$ cat src/rtl/spiCfgPkg.sv
package spiCfgPkg;
  localparam int HDR_ADDR_W = 6;
  localparam int NUM_STROBES = 14;
  localparam logic [HDR_ADDR_W-1:0] FIFO_ADDR = 6'h3F;
  localparam logic [HDR_ADDR_W-1:0] STROBE_FIRST = 6'h30;
  localparam logic [HDR_ADDR_W-1:0] STROBE_LAST = 6'h3D;

  typedef enum logic [1:0] {PH_HEADER, PH_SINGLE, PH_BURST, PH_FIFO} phase_t;

  typedef struct packed {
    logic nextStatus;
    logic nextRead;
    logic regWe;
    logic fifoWe;
    logic strobeFire;
    logic [HDR_ADDR_W-1:0] addr;
  } ctrlCmd_t;
endpackage

$ cat src/rtl/spiCfgDatapath.sv
module spiCfgDatapath
  import spiCfgPkg::*;
#(
  parameter int NUM_REGS = 48,
  parameter int FREE_W = 7
) (
  input  logic clk,
  input  logic rstN,
  input  logic spiSclk,
  input  logic spiCsN,
  input  logic spiSi,
  input  logic chipReady,
  input  logic [2:0] mainState,
  input  logic [FREE_W-1:0] fifoFree,
  input  ctrlCmd_t cmd,
  output logic byteDone,
  output logic [7:0] rxByte,
  output logic frameActive,
  output logic spiSo,
  output logic fifoWrEn,
  output logic [7:0] fifoWrData,
  output logic [NUM_STROBES-1:0] strobePulse
);
  localparam int IDX_W = $clog2(NUM_REGS);

  logic [2:0] sclkSync;
  logic [2:0] csSync;
  logic [1:0] siSync;
  logic sclkRise, sclkFall, csFall;
  logic [2:0] bitCnt;
  logic [6:0] rxShift;
  logic [7:0] txShift, txNext;
  logic [7:0] statusByte, readByte;
  logic [2:0] stateCode;
  logic [3:0] freeSat;
  logic [7:0] regs [NUM_REGS];

  always_ff @(posedge clk or negedge rstN) begin
    if (!rstN) begin
      sclkSync <= '0;
      csSync <= '1;
      siSync <= '0;
    end else begin
      sclkSync <= {sclkSync[1:0], spiSclk};
      csSync <= {csSync[1:0], spiCsN};
      siSync <= {siSync[0], spiSi};
    end
  end

  assign sclkRise = sclkSync[1] & ~sclkSync[2];
  assign sclkFall = ~sclkSync[1] & sclkSync[2];
  assign frameActive = ~csSync[1];
  assign csFall = ~csSync[1] & csSync[2];

  always_comb begin
    unique case (mainState)
      3'b001, 3'b110: stateCode = 3'b000;
      default:        stateCode = mainState;
    endcase
    freeSat = (fifoFree > FREE_W'(15)) ? 4'hF : fifoFree[3:0];
    statusByte = {~chipReady, stateCode, freeSat};
    readByte = (int'(cmd.addr) < NUM_REGS) ? regs[cmd.addr[IDX_W-1:0]] : 8'h00;
  end

  always_ff @(posedge clk or negedge rstN) begin
    if (!rstN) begin
      bitCnt <= '0;
      rxShift <= '0;
      rxByte <= '0;
      byteDone <= 1'b0;
    end else begin
      byteDone <= 1'b0;
      if (!frameActive) begin
        bitCnt <= '0;
      end else if (sclkRise) begin
        bitCnt <= bitCnt + 3'd1;
        rxShift <= {rxShift[5:0], siSync[1]};
        if (bitCnt == 3'd7) begin
          byteDone <= 1'b1;
          rxByte <= {rxShift, siSync[1]};
        end
      end
    end
  end

  always_ff @(posedge clk or negedge rstN) begin
    if (!rstN) begin
      txShift <= '0;
      txNext <= '0;
    end else begin
      if (csFall) txShift <= statusByte;
      else if (frameActive && sclkFall)
        txShift <= (bitCnt == 3'd0) ? txNext : {txShift[6:0], 1'b0};
      if (cmd.nextStatus) txNext <= statusByte;
      else if (cmd.nextRead) txNext <= readByte;
    end
  end

  always_ff @(posedge clk or negedge rstN) begin
    if (!rstN) begin
      for (int i = 0; i < NUM_REGS; i++) regs[i] <= '0;
    end else if (cmd.regWe && int'(cmd.addr) < NUM_REGS) begin
      regs[cmd.addr[IDX_W-1:0]] <= rxByte;
    end
  end

  always_ff @(posedge clk or negedge rstN) begin
    if (!rstN) begin
      fifoWrEn <= 1'b0;
      fifoWrData <= '0;
    end else begin
      fifoWrEn <= cmd.fifoWe;
      if (cmd.fifoWe) fifoWrData <= rxByte;
    end
  end

  for (genvar s = 0; s < NUM_STROBES; s++) begin : gStrobe
    always_ff @(posedge clk or negedge rstN) begin
      if (!rstN) strobePulse[s] <= 1'b0;
      else strobePulse[s] <= cmd.strobeFire && (cmd.addr == HDR_ADDR_W'(STROBE_FIRST + s));
    end
  end

  assign spiSo = txShift[7];
endmodule

$ cat src/rtl/spiCfgControl.sv
module spiCfgControl
  import spiCfgPkg::*;
(
  input  logic clk,
  input  logic rstN,
  input  logic byteDone,
  input  logic [7:0] rxByte,
  input  logic frameActive,
  output ctrlCmd_t cmd
);
  phase_t phase, phaseNxt;
  logic isRead, isReadNxt;
  logic [HDR_ADDR_W-1:0] addrQ, addrNxt;
  logic [HDR_ADDR_W-1:0] hdrAddr;
  logic isStrobe;

  assign hdrAddr = rxByte[HDR_ADDR_W-1:0];
  assign isStrobe = !rxByte[6] && hdrAddr >= STROBE_FIRST && hdrAddr <= STROBE_LAST;

  always_comb begin
    cmd = '0;
    cmd.addr = addrQ;
    phaseNxt = phase;
    isReadNxt = isRead;
    addrNxt = addrQ;
    if (byteDone) begin
      unique case (phase)
        PH_HEADER: begin
          isReadNxt = rxByte[7];
          addrNxt = hdrAddr;
          cmd.addr = hdrAddr;
          if (hdrAddr == FIFO_ADDR) begin
            phaseNxt = PH_FIFO;
            cmd.nextStatus = 1'b1;
          end else if (isStrobe) begin
            cmd.strobeFire = 1'b1;
            cmd.nextStatus = 1'b1;
          end else begin
            phaseNxt = rxByte[6] ? PH_BURST : PH_SINGLE;
            cmd.nextRead = rxByte[7];
            cmd.nextStatus = !rxByte[7];
          end
        end
        PH_SINGLE: begin
          cmd.regWe = !isRead;
          cmd.nextStatus = 1'b1;
          phaseNxt = PH_HEADER;
        end
        PH_BURST: begin
          cmd.regWe = !isRead;
          addrNxt = addrQ + 1'b1;
          cmd.addr = isRead ? addrNxt : addrQ;
          cmd.nextRead = isRead;
          cmd.nextStatus = !isRead;
        end
        PH_FIFO: begin
          cmd.fifoWe = !isRead;
          cmd.nextStatus = 1'b1;
        end
        default: phaseNxt = PH_HEADER;
      endcase
    end
    if (!frameActive) phaseNxt = PH_HEADER;
  end

  always_ff @(posedge clk or negedge rstN) begin
    if (!rstN) begin
      phase <= PH_HEADER;
      isRead <= 1'b0;
      addrQ <= '0;
    end else begin
      phase <= phaseNxt;
      isRead <= isReadNxt;
      addrQ <= addrNxt;
    end
  end
endmodule

$ cat src/rtl/spiCfgSlave.sv
module spiCfgSlave
  import spiCfgPkg::*;
#(
  parameter int NUM_REGS = 48,
  parameter int FREE_W = 7
) (
  input  logic clk,
  input  logic rstN,
  input  logic spiSclk,
  input  logic spiCsN,
  input  logic spiSi,
  output logic spiSo,
  output logic spiSoOe,
  input  logic chipReady,
  input  logic [2:0] mainState,
  input  logic [FREE_W-1:0] fifoFree,
  output logic fifoWrEn,
  output logic [7:0] fifoWrData,
  output logic [NUM_STROBES-1:0] strobePulse
);
  ctrlCmd_t cmd;
  logic byteDone;
  logic [7:0] rxByte;
  logic frameActive;

  spiCfgDatapath #(.NUM_REGS(NUM_REGS), .FREE_W(FREE_W)) uDatapath (
    .clk(clk), .rstN(rstN),
    .spiSclk(spiSclk), .spiCsN(spiCsN), .spiSi(spiSi),
    .chipReady(chipReady), .mainState(mainState), .fifoFree(fifoFree),
    .cmd(cmd), .byteDone(byteDone), .rxByte(rxByte), .frameActive(frameActive),
    .spiSo(spiSo), .fifoWrEn(fifoWrEn), .fifoWrData(fifoWrData),
    .strobePulse(strobePulse)
  );

  spiCfgControl uControl (
    .clk(clk), .rstN(rstN),
    .byteDone(byteDone), .rxByte(rxByte), .frameActive(frameActive),
    .cmd(cmd)
  );

  assign spiSoOe = ~spiCsN;
endmodule

$ cat config.mk
export PLATFORM = sky130hd
export DESIGN_NAME = spiCfgSlave
export DESIGN_NICKNAME = d
export VERILOG_FILES = /design/src/rtl/spiCfgPkg.sv /design/src/rtl/spiCfgDatapath.sv /design/src/rtl/spiCfgControl.sv /design/src/rtl/spiCfgSlave.sv
export SDC_FILE = /design/constraint.sdc
export NUM_CORES = 1
export LEC_CHECK = 0
export ABC_CLOCK_PERIOD_IN_PS = 2700
export BUFFER_PORTS_ARGS = -buffer_cell sky130_fd_sc_hd__buf_2
export CORE_MARGIN = 1
export CORE_UTILIZATION = 25
export DETAILED_ROUTE_END_ITERATION = 8
export PLACE_DENSITY = 0.39
export SLEW_MARGIN = 20
export SYNTH_ARGS = -nofsm -noshare
export SYNTH_HDL_FRONTEND = slang
export SYNTH_SLANG_ARGS = --single-unit
$ cat constraint.sdc
create_clock -name clk -period 2.7 [get_ports clk]
set_input_delay 0.54 -clock clk [delete_from_list [all_inputs] [get_ports clk]]
set_output_delay 0.54 -clock clk [all_outputs]
set_load 0.1 [all_outputs]
Word level (Yosys, flattened, before mapping)
Cells that the tools add are included.
{"block": "totals", "register_bits": 459, "input_bits": 16, "out_inout_bits": 25, "elab_cells": 193}
{"block": "op_classes", "add_sub_neg": 2, "order_cmp": 6, "eq_ne": 22, "n_mux": 40, "bitwise": 9, "reduce_logical": 38}
{"operator": "384-bit bitwise mux", "n": 1}
{"operator": "6-bit equality test (second input constant)", "n": 15}
{"operator": "8-bit 2-to-1 mux", "n": 9}
{"operator": "8-bit binary-select mux with 6-bit select", "n": 1}
{"operator": "8-bit demux with 6-bit select", "n": 1}
{"operator": "6-bit case mux with 2 select lines", "n": 2}
{"operator": "1-bit logical AND", "n": 19}
{"operator": "1-bit 2-to-1 mux", "n": 12}
{"operator": "11-bit 2-to-1 mux", "n": 1}
{"operator": "2-bit 2-to-1 mux", "n": 5}
{"operator": "2-bit nonzero test", "n": 5}
{"operator": "3-bit 2-to-1 mux", "n": 3}
{"operator": "7-bit >= comparator (second input constant)", "n": 1}
{"operator": "7-bit by 4-bit greater-than comparator with 1-bit output (second input constant)", "n": 1}
{"operator": "7-bit by 1-bit less-than comparator with 1-bit output (second input constant)", "n": 1}
{"operator": "6-bit NOT with 7-bit output", "n": 1}
{"operator": "6-bit by 1-bit adder with 6-bit output (second input constant)", "n": 1}
{"operator": "3-bit equality test (second input constant)", "n": 2}
{"operator": "6-bit >= comparator (second input constant)", "n": 1}
{"operator": "6-bit less-or-equal comparator (second input constant)", "n": 1}
{"operator": "6-bit less-than comparator (second input constant)", "n": 1}
{"operator": "6-bit 2-to-1 mux", "n": 1}
{"operator": "2-bit AND reduction", "n": 3}
{"operator": "3-bit AND reduction", "n": 2}
{"operator": "other kinds (16)", "n": 27}

Depth between registers and ports, before layout
{"block": "logic_depth", "ltp_word": 14, "ltp_mapped": 15, "depth_no_buf": 10}

By module
From an unflattened synthesis, not the netlist that was laid out.
{"block": "hier_totals", "cells_unflattened": 1521, "hier_area_um2": 21175.3}
{"module": "spiCfgDatapath", "n_inst": 1, "cells_each": 1409, "area_each_um2": 20276.9, "seq_area_each_um2": 11264.6}
{"module": "spiCfgControl", "n_inst": 1, "cells_each": 111, "area_each_um2": 894.6, "seq_area_each_um2": 225.2}
{"module": "spiCfgSlave", "n_inst": 1, "cells_each": 1, "area_each_um2": 3.8, "seq_area_each_um2": 0.0}

Worst setup path after synthesis
Ideal clock, no wire load.
{"block": "synth_timing", "kind": "register to register", "startpoint": "register uControl.phase[0]", "endpoint": "register uDatapath.regs[304] (netlist name)", "setup_ns": 0.125, "arrival_ns": 2.811, "t_required_ns": 2.575, "slack_ns": -0.235, "stages_incl_launch_ff": 12, "n_path_buf": 3, "synth_period_minus_slack_ns": 2.935, "cell_sequence": "dfrtp_1 > inv_1 > ha_1 > mux2_2 > a31oi_2 > and2_1 > buf_2 > buf_4 > buf_2 > nand4_1 > nor2_2 > mux2_2"}
{"block": "synth_via", "elab_chain_len": 9, "elab_cells_between_ends": 16, "classes_between": "3 x order compare; 2 x eq/ne; 6 x mux; 1 x bitwise; 4 x reduce/logical"}
{"element": "start: declaration", "line_no": "spiCfgControl.sv:11", "text": "phase_t phase, phaseNxt;"}
{"element": "start signal: assignment", "line_no": "spiCfgControl.sv:72", "text": "phase <= phaseNxt;"}
{"element": "2-bit equality test or 2-bit zero test (tied branches)", "line_no": "spiCfgControl.sv:27", "text": "unique case (phase)"}
{"element": "6-bit case mux with 2 select lines", "line_no": "spiCfgControl.sv:27"}
{"element": "11-bit 2-to-1 mux *", "line_no": "spiCfgControl.sv:26", "text": "if (byteDone) begin"}
{"element": "6-bit NOT with 7-bit output (implied by the code)", "line_no": "spiCfgDatapath.sv:103", "text": "regs[cmd.addr[IDX_W-1:0]] <= rxByte;"}
{"element": "7-bit >= comparator (implied by the code) or 7-bit by 1-bit less-than comparator with 1-bit output (tied branches)", "line_no": "spiCfgDatapath.sv:103"}
{"element": "1-bit logical AND (implied by the code)", "line_no": "spiCfgDatapath.sv:103"}
{"element": "8-bit 2-to-1 mux (implied by the code)", "line_no": "spiCfgDatapath.sv:103"}
{"element": "8-bit demux with 6-bit select", "line_no": "spiCfgDatapath.sv:103"}
{"element": "384-bit bitwise mux", "line_no": "spiCfgDatapath.sv:103"}
{"element": "end signal: indexed assignment", "line_no": "spiCfgDatapath.sv:103"}
{"element": "end: declaration", "line_no": "spiCfgDatapath.sv:36", "text": "logic [7:0] regs [NUM_REGS];"}
Mark *: on every way between the ends. The rest lies on a longest branch, timed or not.
A chain may end at the register's enable or synchronous reset.

Worst setup path after layout
{"block": "layout_timing", "startpoint": "register uControl.phase[0]", "endpoint": "register uDatapath.regs[87] (netlist name)"}
The elaborated chain is that of the path after synthesis.

==> impl_metrics.tcl <==
set metrics [dict create \
    numCtsBuffers 54 \
    multiInputGateArea_sq_mm 0.0105 \
    rows 107 \
    cp.required_ps 3180 \
    htree_levels 2 \
    gp_congestion 0.843 \
    status "finished with violations" \
    power-per-cell-area_mw_per_mm2 504 \
    cts.root.buffer_cell "clkbuf_16" \
    start_kind "register" \
    finalClockSkew_ps 15.8 \
    synth-edff-count 0 \
    grt_max_degree 82 \
    finalCritPeriodShare_pct 117 \
    use_met3_pct 2.01 \
    yosysUniqueCellTypes 61 \
    overflow 0 \
    register_area_sq_mm 0.0115 \
    cts.sink_count 459 \
    syn2layout_area_growth_pct 34.5 \
    worst_hold_slack_ps 228 \
    yosysWarnings 0 \
    power.total_mw 14.7 \
    clk_pin_slew_ps 60 \
    dieArea_sq_mm 0.0880 \
    rsz0062_at_grt "true" \
    ff2ff_setup_slack_ps -470 \
    grtUsageMet1_pct 24.8 \
    avgSynthCellArea_sq_um 11.4 \
    drive_gt1_share_pct 44.8 \
    wire_per_inst_um 22.5 \
    hold_viol_final 0 \
    cp-end-kind "register" \
    crit_type "register to register" \
    p_leak_nw 13.7 \
    cp_max_fo 14 \
    synthTopCellsByArea "dfrtp_1 (53%), mux2_2 (19%), nand2_1 (3.5%)" \
    irDropWorstVdd_v 0.000461 \
    fillCellCount 8532 \
    grt_pass1_vias 17400 \
    hpwl_um 51700 \
    die_w_um 297 \
    insertion_delay_ps 610 \
    drv_slew 0 \
    drt-total-wl_um 76700 \
    core-area_sq_mm 0.0855 \
    fin_area_sq_mm 0.0292 \
    place_area_sq_mm 0.0261 \
    vias_per_cell 4.85 \
    fmax_mhz 315 \
    slew_headroom_pct 45.2 \
    layout.nets 2242 \
    antenna_found_initial 1 \
    drc 0 \
    cp.arrival_ps 3650 \
    syn_inst 1905 \
    initialDrtViolationCount 990 \
    finalCriticalPeriod_ps 3170 \
    violations "setup timing" \
    finalSetupViolations 406 \
    portBuffers 40 \
    tightestPinTransition_ps 822 \
    yosysTopAreaCell "dfrtp_1" \
    final_cell_mix "dfrtp_1 (449), mux2_2 (340), buf_4 (257)" \
    n_antenna_cell 0 \
    setup_ws_ps -470 \
    layout_commonest_cell "dfrtp_1" \
    cts_tree "built" \
    ys_seq_area_share_pct 52.9 \
    ctsLongestPathBuffers 3 \
    synth-main-ff-cell "dfrtp_1" \
    dr.pass1.iters 5 \
    max_cap_violations 0 \
    grt_busiest_layer "met2" \
    synth_seq_cells 459 \
    synth.cell_area_sq_mm 0.0217 \
    die_h_um 297 \
    synth_top_area_share_pct 52.6 \
    grt_use_total_pct 17.7 \
    hold_class "input pin to register" \
    initial_utilization_pct 25.4 \
    syn_nets 1930 \
    grt_use_met2_pct 28.4 \
    grt_pass1_wl_um 116000 \
    ant_nets 0 \
    boundaryPins 41 \
    ys_async_sr_fraction_pct 100 \
    vias 16500 \
]
[final cells by class]
class / count / share of cell area [%]
Inverter: 15 / 0.193
Clock inverter: 9 / 0.240
Timing Repair Buffer: 404 / 13.5
Multi-Input combinational cell: 1283 / 35.8
Clock buffer: 91 / 5.94
Sequential cell: 459 / 39.4
Tap cell: 1144 / 4.90
[worst paths after layout]
check / start / endpoint / cells after the start
worst max-delay path: uControl.phase[0]$_DFFE_PN0P_ / uDatapath.regs[87]$_DFFE_PN0P_ / 11
worst min register to register: uDatapath.siSync[0]$_DFF_PN0_ / uDatapath.siSync[1]$_DFF_PN0_ / 0
worst min-delay path: chipReady / uDatapath.txShift[7]$_DFFE_PN0P_ / 2
min in group asynchronous: rstN / uDatapath.regs[67]$_DFFE_PN0P_ / 2
max in group asynchronous: rstN / uDatapath.regs[295]$_DFFE_PN0P_ / 3
worst max register to register: uControl.phase[0]$_DFFE_PN0P_ / uDatapath.regs[87]$_DFFE_PN0P_ / 11
[power breakdown]
group	internal [mW]	switching [mW]	total, mW
registers	6.95	0.0464	7.00
clock network	4.43	2.97	7.40
logic	0.0985	0.222	0.320
total	11.5	3.24	14.7
[flip-flops by register name, indices dropped and copies added (netlist names)]
| name | count |
|---|---|
| uControl.addrQ | 6 |
| uDatapath.byteDone | 1 |
| uDatapath.sclkSync | 3 |
| uDatapath.csSync | 3 |
| uControl.isRead | 1 |
| uControl.phase | 2 |
| uDatapath.fifoWrData | 8 |
| uDatapath.txShift | 8 |
| uDatapath.siSync | 2 |
| uDatapath.rxByte | 8 |
| uDatapath.fifoWrEn | 1 |
| uDatapath.rxShift | 7 |
| uDatapath.strobePulse | 14 |
| uDatapath.txNext | 8 |
| uDatapath.regs | 384 |
| uDatapath.bitCnt | 3 |
[metrics by stage]
step                worst slack, ps  util (%)  setup TNS, ps  std cells
finish                         -470      34.1        -123100       3405
CTS                            -467      33.6        -113640       3397
floorplan                      -138         -         -22620       1905
global placement               -820      30.6        -168680       3268
global route                   -591      34.1        -170680       3405
detailed placement             -727      30.6        -157600       3268
[cells by family after synthesis]
kind of cell    Yosys count  synth area share (%)
compound gates          325                  9.95
xor+xnor                  2                0.0807
fa+ha+maj                 9                 0.519
buf+inv                 163                  3.09
flops                   459                  52.9
mux                     426                  21.9
simple gates            521                  11.5
[repair_timing]
action,CTS,global route
resized for setup,134,78
hold buffers,4,0
endpoints found under the hold margin,39,0
setup endpoints to repair,406,406
setup buffers,23,8
cloned,2,2
pin swaps,27,31
[cells in the mapped netlist, drive strengths merged (5+ instances only)]
| cell type | n |
|---|---|
| o221ai | 7 |
| a22o | 5 |
| o31ai | 7 |
| and2 | 5 |
| a211oi | 91 |
| and3 | 89 |
| inv | 15 |
| a31oi | 42 |
| buf | 56 |
| o22ai | 18 |
| a21oi | 39 |
| nand2 | 206 |
| mux2 | 400 |
| nor3 | 5 |
| mux2i | 26 |
| o211ai | 7 |
| nand4 | 18 |
| or3 | 13 |
| o21ai | 71 |
| nand3 | 53 |
| clkbuf | 92 |
| ha | 9 |
| nor2b | 8 |
| dfrtp | 456 |
| nor2 | 115 |
[critical path, cell delays in order (launching register included)]
cell,delay [ps]
dfrtp_1,390
inv_2,120
ha_4,220
mux2_4,340
a31oi_4,170
buf_12,180
and2_4,210
buf_12,180
nand4_1,280
or3_4,470
buf_6,160
mux2_1,310
[metal layers]
metal | vias up | routed length [um]
met5 | - | 0
met4 | 0 | 2090
met3 | 96 | 2390
met2 | 296 | 35400
met1 | 8602 | 36800
li1 | 7520 | -
Power figures use the tool's default switching activity.
